==> src/rtl/tcop_pkg.sv <==
// Shared types and instruction field positions for the timed-event test
// coprocessor. Assumes a 32-bit instruction word with fixed field places.
package tcop_pkg;

    localparam int INSN_W        = 32;
    localparam int MOVE_IDX_LSB  = 16;   // register index of single transfers
    localparam int MEM_IDX_LSB   = 12;   // register index of load/store beats
    localparam int OPC_LSB       = 20;   // data-processing opcode
    localparam int OPND_IDX_LSB  = 0;    // operand / target register index
    localparam int LONG_BIT      = 22;   // long load/store flag
    localparam int OPC_W         = 4;

    typedef enum logic [2:0] {
        K_WRITE = 3'd0,
        K_READ  = 3'd1,
        K_LOAD  = 3'd2,
        K_STORE = 3'd3,
        K_DPROC = 3'd4
    } op_kind_e;

    typedef enum logic [OPC_W-1:0] {
        DP_STALL   = 4'd0,
        DP_FIQ_SET = 4'd1,
        DP_IRQ_SET = 4'd2,
        DP_FIQ_CLR = 4'd3,
        DP_IRQ_CLR = 4'd4,
        DP_STAMP   = 4'd5
    } dp_op_e;

    typedef struct packed {
        logic reject;
        logic move_wr;
        logic move_rd;
        logic mem_wr;
        logic mem_rd;
        logic is_long;
        logic stall;
        logic fiq_set;
        logic irq_set;
        logic fiq_clr;
        logic irq_clr;
        logic stamp;
    } dec_t;

endpackage

==> src/rtl/tcop_regfile.sv <==
// Register file: REG_CNT words of DATA_W bits, one synchronous write port
// and two combinational read ports. All words clear on reset.
module tcop_regfile #(
    parameter int DATA_W  = 32,
    parameter int REG_CNT = 16,
    localparam int IDX_W  = $clog2(REG_CNT)
) (
    input  logic              clk,
    input  logic              rst_n,
    input  logic              wr_en,
    input  logic [IDX_W-1:0]  wr_idx,
    input  logic [DATA_W-1:0] wr_val,
    input  logic [IDX_W-1:0]  rd_idx_a,
    output logic [DATA_W-1:0] rd_val_a,
    input  logic [IDX_W-1:0]  rd_idx_b,
    output logic [DATA_W-1:0] rd_val_b
);

    logic [DATA_W-1:0] words [REG_CNT];

    // Store one word per cycle; clear the whole file on reset.
    always_ff @(posedge clk) begin
        if (!rst_n) begin
            for (int i = 0; i < REG_CNT; i++) begin
                words[i] <= '0;
            end
        end else if (wr_en) begin
            words[wr_idx] <= wr_val;
        end
    end

    // Two independent read ports.
    assign rd_val_a = words[rd_idx_a];
    assign rd_val_b = words[rd_idx_b];

endmodule

==> src/rtl/tcop_decode.sv <==
// Command decoder: turns kind, unit select and instruction word into one-hot
// actions. Purely combinational; the caller gates the result with acceptance.
module tcop_decode
    import tcop_pkg::*;
(
    input  logic [2:0]        kind,
    input  logic              unit,
    input  logic [INSN_W-1:0] insn,
    output dec_t              dec
);

    logic [OPC_W-1:0] opc;
    assign opc = insn[OPC_LSB +: OPC_W];

    // Classify the command and flag everything that is not allowed.
    always_comb begin
        dec = '0;
        case (kind)
            K_WRITE: dec.move_wr = 1'b1;
            K_READ:  dec.move_rd = 1'b1;
            K_LOAD: begin
                if (unit) begin
                    dec.reject = 1'b1;
                end else begin
                    dec.mem_wr  = 1'b1;
                    dec.is_long = insn[LONG_BIT];
                end
            end
            K_STORE: begin
                if (unit) begin
                    dec.reject = 1'b1;
                end else begin
                    dec.mem_rd  = 1'b1;
                    dec.is_long = insn[LONG_BIT];
                end
            end
            K_DPROC: begin
                if (unit && opc != DP_STALL) begin
                    dec.reject = 1'b1;
                end else begin
                    case (opc)
                        DP_STALL:   dec.stall   = 1'b1;
                        DP_FIQ_SET: dec.fiq_set = 1'b1;
                        DP_IRQ_SET: dec.irq_set = 1'b1;
                        DP_FIQ_CLR: dec.fiq_clr = 1'b1;
                        DP_IRQ_CLR: dec.irq_clr = 1'b1;
                        DP_STAMP:   dec.stamp   = 1'b1;
                        default:    dec.reject  = 1'b1;
                    endcase
                end
            end
            default: dec.reject = 1'b1;
        endcase
    end

endmodule

==> src/rtl/tcop_stall.sv <==
// Stall timer: on start it records the finish time as now + delay (modulo
// 2^DATA_W) and holds busy until the counter reaches it, then pulses fin.
// A zero delay pulses fin in the next cycle without any busy cycle.
// Assumes start is never raised while busy is high.
module tcop_stall #(
    parameter int DATA_W = 32
) (
    input  logic              clk,
    input  logic              rst_n,
    input  logic              start,
    input  logic [DATA_W-1:0] delay,
    input  logic [DATA_W-1:0] now,
    output logic              busy,
    output logic              fin
);

    logic [DATA_W-1:0] end_q;

    // Track the active stall and produce the completion pulse.
    always_ff @(posedge clk) begin
        if (!rst_n) begin
            busy  <= 1'b0;
            fin   <= 1'b0;
            end_q <= '0;
        end else begin
            fin <= 1'b0;
            if (start) begin
                if (delay == '0) begin
                    fin <= 1'b1;
                end else begin
                    busy  <= 1'b1;
                    end_q <= now + delay;
                end
            end else if (busy && now == end_q) begin
                busy <= 1'b0;
                fin  <= 1'b1;
            end
        end
    end

endmodule

==> src/rtl/tcop_evt_chan.sv <==
// One interrupt channel: an active-low request line with its own down-counter.
// A schedule replaces any pending count; a zero delay asserts at once.
// Release drives the line high but leaves a pending count running, and an
// expiry in the same cycle as a release wins.
module tcop_evt_chan #(
    parameter int DATA_W = 32
) (
    input  logic              clk,
    input  logic              rst_n,
    input  logic              sched,
    input  logic              release_i,
    input  logic [DATA_W-1:0] delay,
    output logic              req_n
);

    logic [DATA_W-1:0] left_q;

    // Count down the pending delay and drive the request line.
    always_ff @(posedge clk) begin
        if (!rst_n) begin
            req_n  <= 1'b1;
            left_q <= '0;
        end else if (sched) begin
            if (delay == '0) begin
                req_n  <= 1'b0;
                left_q <= '0;
            end else begin
                left_q <= delay;
            end
        end else begin
            if (release_i) begin
                req_n <= 1'b1;
            end
            if (left_q != '0) begin
                left_q <= left_q - 1'b1;
                if (left_q == {{(DATA_W-1){1'b0}}, 1'b1}) begin
                    req_n <= 1'b0;
                end
            end
        end
    end

endmodule

==> src/rtl/tcop_unit.sv <==
// Timed-event test coprocessor top. Accepts one command per cycle unless a
// stall is running, answers one cycle later, and drives two active-low
// interrupt lines. Assumes the requester issues beats of one long transfer
// back to back and waits out a busy stall before the next command.
module tcop_unit
    import tcop_pkg::*;
#(
    parameter int DATA_W     = 32,
    parameter int REG_CNT    = 16,
    parameter int LONG_BEATS = 5
) (
    input  logic              clk,
    input  logic              rst_n,
    input  logic              op_valid,
    input  logic [2:0]        op_kind,
    input  logic              op_unit,
    input  logic [INSN_W-1:0] op_insn,
    input  logic [DATA_W-1:0] op_wdata,
    output logic              resp_busy,
    output logic              resp_done,
    output logic              resp_more,
    output logic              resp_reject,
    output logic [DATA_W-1:0] rd_data,
    output logic              fiq_n,
    output logic              irq_n
);

    localparam int IDX_W  = $clog2(REG_CNT);
    localparam int BEAT_W = (LONG_BEATS > 2) ? $clog2(LONG_BEATS) : 1;
    localparam logic [BEAT_W-1:0] LAST_BEAT = BEAT_W'(LONG_BEATS - 1);
    localparam int NCHAN  = 2;

    dec_t              dec;
    logic              acc;
    logic              stall_busy;
    logic              stall_fin;
    logic [DATA_W-1:0] cyc_q;
    logic [DATA_W-1:0] opnd_val;
    logic [DATA_W-1:0] xfer_val;
    logic              rf_we;
    logic [IDX_W-1:0]  rf_widx;
    logic [DATA_W-1:0] rf_wval;
    logic [IDX_W-1:0]  rf_ridx;
    logic [IDX_W-1:0]  move_idx, mem_idx, opnd_idx;
    logic              done_q, more_q, rej_q;
    logic [DATA_W-1:0] rd_q;
    logic [BEAT_W-1:0] beat_q;
    logic [NCHAN-1:0]  ch_set, ch_clr, ch_req_n;
    logic              unused_insn_bits;

    // Instruction bits that carry no meaning for this block.
    assign unused_insn_bits = ^{op_insn[INSN_W-1:24], op_insn[11:4]};

    // Decode the presented command.
    tcop_decode u_dec (
        .kind (op_kind),
        .unit (op_unit),
        .insn (op_insn),
        .dec  (dec)
    );

    assign acc      = op_valid && !stall_busy;
    assign move_idx = op_insn[MOVE_IDX_LSB +: IDX_W];
    assign mem_idx  = op_insn[MEM_IDX_LSB +: IDX_W];
    assign opnd_idx = op_insn[OPND_IDX_LSB +: IDX_W];

    // Select the write source: transfer data or the time stamp.
    always_comb begin
        rf_we   = acc && (dec.move_wr || dec.mem_wr || dec.stamp);
        rf_widx = dec.move_wr ? move_idx : (dec.mem_wr ? mem_idx : opnd_idx);
        rf_wval = dec.stamp ? cyc_q : op_wdata;
        rf_ridx = dec.move_rd ? move_idx : mem_idx;
    end

    tcop_regfile #(.DATA_W(DATA_W), .REG_CNT(REG_CNT)) u_rf (
        .clk      (clk),
        .rst_n    (rst_n),
        .wr_en    (rf_we),
        .wr_idx   (rf_widx),
        .wr_val   (rf_wval),
        .rd_idx_a (rf_ridx),
        .rd_val_a (xfer_val),
        .rd_idx_b (opnd_idx),
        .rd_val_b (opnd_val)
    );

    tcop_stall #(.DATA_W(DATA_W)) u_stall (
        .clk   (clk),
        .rst_n (rst_n),
        .start (acc && dec.stall),
        .delay (opnd_val),
        .now   (cyc_q),
        .busy  (stall_busy),
        .fin   (stall_fin)
    );

    // Channel 0 is the fast request, channel 1 the normal request.
    assign ch_set = {acc && dec.irq_set, acc && dec.fiq_set};
    assign ch_clr = {acc && dec.irq_clr, acc && dec.fiq_clr};

    for (genvar c = 0; c < NCHAN; c++) begin : g_chan
        tcop_evt_chan #(.DATA_W(DATA_W)) u_chan (
            .clk       (clk),
            .rst_n     (rst_n),
            .sched     (ch_set[c]),
            .release_i (ch_clr[c]),
            .delay     (opnd_val),
            .req_n     (ch_req_n[c])
        );
    end

    // Free-running cycle counter, wraps modulo 2^DATA_W.
    always_ff @(posedge clk) begin
        if (!rst_n) begin
            cyc_q <= '0;
        end else begin
            cyc_q <= cyc_q + 1'b1;
        end
    end

    // Register the response pulses, read data and long-transfer beat count.
    always_ff @(posedge clk) begin
        if (!rst_n) begin
            done_q <= 1'b0;
            more_q <= 1'b0;
            rej_q  <= 1'b0;
            rd_q   <= '0;
            beat_q <= '0;
        end else begin
            done_q <= 1'b0;
            more_q <= 1'b0;
            rej_q  <= 1'b0;
            if (acc) begin
                if (dec.reject) begin
                    rej_q <= 1'b1;
                end else if ((dec.mem_wr || dec.mem_rd) && dec.is_long) begin
                    if (beat_q == LAST_BEAT) begin
                        done_q <= 1'b1;
                        beat_q <= '0;
                    end else begin
                        more_q <= 1'b1;
                        beat_q <= beat_q + 1'b1;
                    end
                end else if (!dec.stall) begin
                    done_q <= 1'b1;
                    if (dec.mem_wr || dec.mem_rd) begin
                        beat_q <= '0;
                    end
                end
                if (dec.move_rd || dec.mem_rd) begin
                    rd_q <= xfer_val;
                end
            end
        end
    end

    assign resp_busy   = stall_busy;
    assign resp_done   = done_q || stall_fin;
    assign resp_more   = more_q;
    assign resp_reject = rej_q;
    assign rd_data     = rd_q;
    assign fiq_n       = ch_req_n[0];
    assign irq_n       = ch_req_n[1];

endmodule

==> config.mk <==
export PLATFORM = sky130hd
export DESIGN_NAME = tcop_unit
export DESIGN_NICKNAME = d
export VERILOG_FILES = /design/src/rtl/tcop_pkg.sv /design/src/rtl/tcop_regfile.sv /design/src/rtl/tcop_decode.sv /design/src/rtl/tcop_stall.sv /design/src/rtl/tcop_evt_chan.sv /design/src/rtl/tcop_unit.sv
export SDC_FILE = /design/constraint.sdc
export NUM_CORES = 2
export LEC_CHECK = 0
export ABC_CLOCK_PERIOD_IN_PS = 9700
export CAP_MARGIN = 30
export CORE_ASPECT_RATIO = 1.75
export CORE_UTILIZATION = 60
export DETAILED_ROUTE_END_ITERATION = 8
export GPL_ROUTABILITY_DRIVEN = 0
export MAX_ROUTING_LAYER = met4
export PLACE_DENSITY = 0.78
export SLEW_MARGIN = 0
export SYNTH_ARGS = -nofsm -noshare
export SYNTH_HDL_FRONTEND = slang
export SYNTH_SLANG_ARGS = --single-unit
==> constraint.sdc <==
create_clock -name clk -period 9.7 [get_ports clk]
set_input_delay 2.425 -clock clk [delete_from_list [all_inputs] [get_ports clk]]
set_output_delay 2.425 -clock clk [all_outputs]
set_load 0.05 [all_outputs]
==> results.tsv <==
metric	value	unit
synth-edff-count	512	
port-buffer-count	92	
die_y	328	um
grt.total_usage	0.409	
num-nets-final	3572	
slowest_stage	a32oi_1	
ir_drop	0.000178	V
wirelength	124000	um
ant_nets	0	
seq_area	0.0188	sq mm
avgSynthCellArea	10.4	sq um
max_slew_margin	0.235	
async_reset_ff_frac	0	
path_cells	buf_4, buf_4, nor2_1, a221oi_1, o2bb2ai_1, buf_4, ha_1, fa_1, a21oi_1, o211ai_1, a32oi_1, a21oi_1, or2_2, a221oi_1, o2111ai_1, a21oi_1	
grt_max_degree	200	
drc_errors	0	
fin_ws	2.37	ns
worst_pin_slew	1.15	ns
core_area	0.0602	sq mm
finalSetupViolations	0	
antenna_found_initial	0	
setup_tns	0	ns
syn_to_final_growth	10.3	%
place_area	0.0382	sq mm
synth.net_count	3603	
layout_common_cells	nor2_1, edfxtp_1, nand2_1, dfxtp_1, a211oi_1	
ys_ff_latch	682	
ys_seq_area_frac	0.515	
required	10.27	ns
start_util	0.606	
fmax	0.136	GHz
syn-cell-area	0.0365	sq mm
fin_worst_skew	0.0176	ns
cts_resized	0	
fill_cells	4372	
finalInstanceArea	0.0402	sq mm
clk_latency	0.65	ns
cts_buffers	59	
drive_above_1_share	0.114	
pre_cts_slack	2.00	ns
hold_path.class	register to register	
slowest_delay	0.95	ns
cts_buffer_depth	3	
timing_hold_violations_final	0	
finalMaxSlewViolations	0	
hold_buffers	0	
firstDrtPassIters	8	
power_density	189	mW/mm^2
final_common_cell	nor2_1	
rsz0062_at_grt	no	
grt_pass1_vias	30195	
multi_input_area	0.0166	sq mm
path_class	input port to register	
cts_root_buf	clkbuf_16	
outcome	finished clean	
die_area	0.0618	sq mm
vias	30643	
ys.flop_type	edfxtp_1	
start_kind	input port	
insertedDiodeCount	0	
grt_first_pass_wirelength	181000	um
post-route-period-util	0.756	
wl_per_cell	28.8	um
synth_cell_type_count	74	
overflow	0	
cts_setup_buffers	0	
cts_max_level	2	
drtIter0Drc	4834	
critPathArrivalTime	7.91	ns
row_count	119	
cp-end-kind	register	
finalPower	7.60	mW
worst-path-max-fanout	24	
total_leakage_power	14.5	nW
hpwlAfterDp	72700	um
die_x	188	um
avgViaCountPerCell	7.13	
finalCriticalPeriod	7.33	ns
numClockSinks	682	
timing.max_cap.violations	0	
syn_inst	3493	
io_pins	109	
ys_warn_count	0	
cts.reportedPaths.clkPinSlew	0.07	ns
tritoncts	built	
-- layout make-up --
type	instances	area share
Clock buffer	87	0.0426
Clock inverter	23	0.00641
Inverter	22	0.00212
Multi-Input combinational cell	2504	0.414
Sequential cell	682	0.467
Tap cell	786	0.0245
Timing Repair Buffer	193	0.0439
-- Yosys cell counts (11+ instances only) --
library cell | count | area (sq um)
a311o_1 | 64 | 641
a22oi_1 | 12 | 90.1
and2_1 | 107 | 669
ha_1 | 38 | 475
nor2_1 | 691 | 2590
a31oi_1 | 40 | 250
a221oi_1 | 13 | 114
xnor2_1 | 88 | 771
buf_1 | 17 | 63.8
o211ai_1 | 37 | 278
nand4_1 | 20 | 125
or3_1 | 18 | 113
mux4_2 | 144 | 3240
clkbuf_1 | 246 | 923
o21ai_0 | 43 | 215
inv_1 | 21 | 78.8
edfxtp_1 | 512 | 15400
a311oi_1 | 33 | 289
dfxtp_1 | 170 | 3400
and3_1 | 14 | 87.6
nor3_1 | 42 | 210
nand3_1 | 68 | 340
nand2_1 | 487 | 1830
or4_1 | 15 | 113
a21oi_1 | 109 | 546
a211oi_1 | 161 | 1210
nand2b_1 | 11 | 68.8
mux2i_1 | 90 | 901
xor2_1 | 41 | 359
nor4_1 | 20 | 125
-- flip-flops by register name, summed over array words and instances (netlist names) --
| signal | flops |
|---|---|
| rd_data | 32 |
| g_chan.u_chan.left_q | 64 |
| u_rf.words | 512 |
| done_q | 1 |
| resp_more | 1 |
| u_stall.end_q | 32 |
| g_chan.u_chan.req_n | 2 |
| cyc_q | 32 |
| u_stall.busy | 1 |
| u_stall.fin | 1 |
| resp_reject | 1 |
| beat_q | 3 |
-- final timing paths --
kind	from	to	slack (ns)	cells past startpoint
worst max-delay path	op_insn[1]	u_stall.end_q[28]$_SDFFE_PN0P_	2.37	16
worst min-delay path	rd_data[15]$_SDFFE_PN0P_	rd_data[15]$_SDFFE_PN0P_	0.46	2
worst max register to register	u_rf.words[14][4]$_SDFFCE_PN0P_	u_stall.end_q[31]$_SDFFE_PN0P_	4.64	11
worst min register to register	rd_data[15]$_SDFFE_PN0P_	rd_data[15]$_SDFFE_PN0P_	0.46	2
-- per-layer routing --
layer	part of all wire	GRT usage	up-vias	wire, um
met1	0.31	0.456	14562	37800
met5	0	-	-	0
met3	0.13	0.0871	737	16700
met2	0.47	0.643	2673	57700
met4	0.093	0.313	0	11500
li1	-	-	12671	-
-- logic make-up (layout without fill, tap and decap cells) --
logic type,count (synthesis),in the layout,share of synthesized area
flip-flops,682,682,0.515
XOR/XNOR,129,129,0.0310
buffers and inverters,307,325,0.0341
AO/OA/AOI/OAI,565,565,0.111
adder cells (fa/ha/maj),39,39,0.0136
AND/OR/NAND/NOR,1535,1535,0.181
multiplexers,236,236,0.114
-- worst max-delay path, delay by kind of cell --
kind                       cells  cell delay, ns
buffers and inverters          3            0.69
AOI/OAI and AO/OA              9            2.82
and+or+nand+nor                2            1.23
adders and majority gates      2            0.71
-- per-stage QoR --
step	std cells	hold slack, ns	util
global route	4297	0.474	0.669
floorplan	3493	0.441	-
CTS	4293	0.459	0.667
finish	4297	0.462	0.669
detailed placement	4183	0.451	0.635
global placement	4173	0.446	0.633
-- power breakdown --
part           total, mW  switching (mW)  internal [mW]
combinational       1.66            1.03          0.634
clock               2.47            1.11           1.36
sequential          3.47           0.155           3.31
total               7.60            2.30           5.30
(Power assumes the default switching activity.)
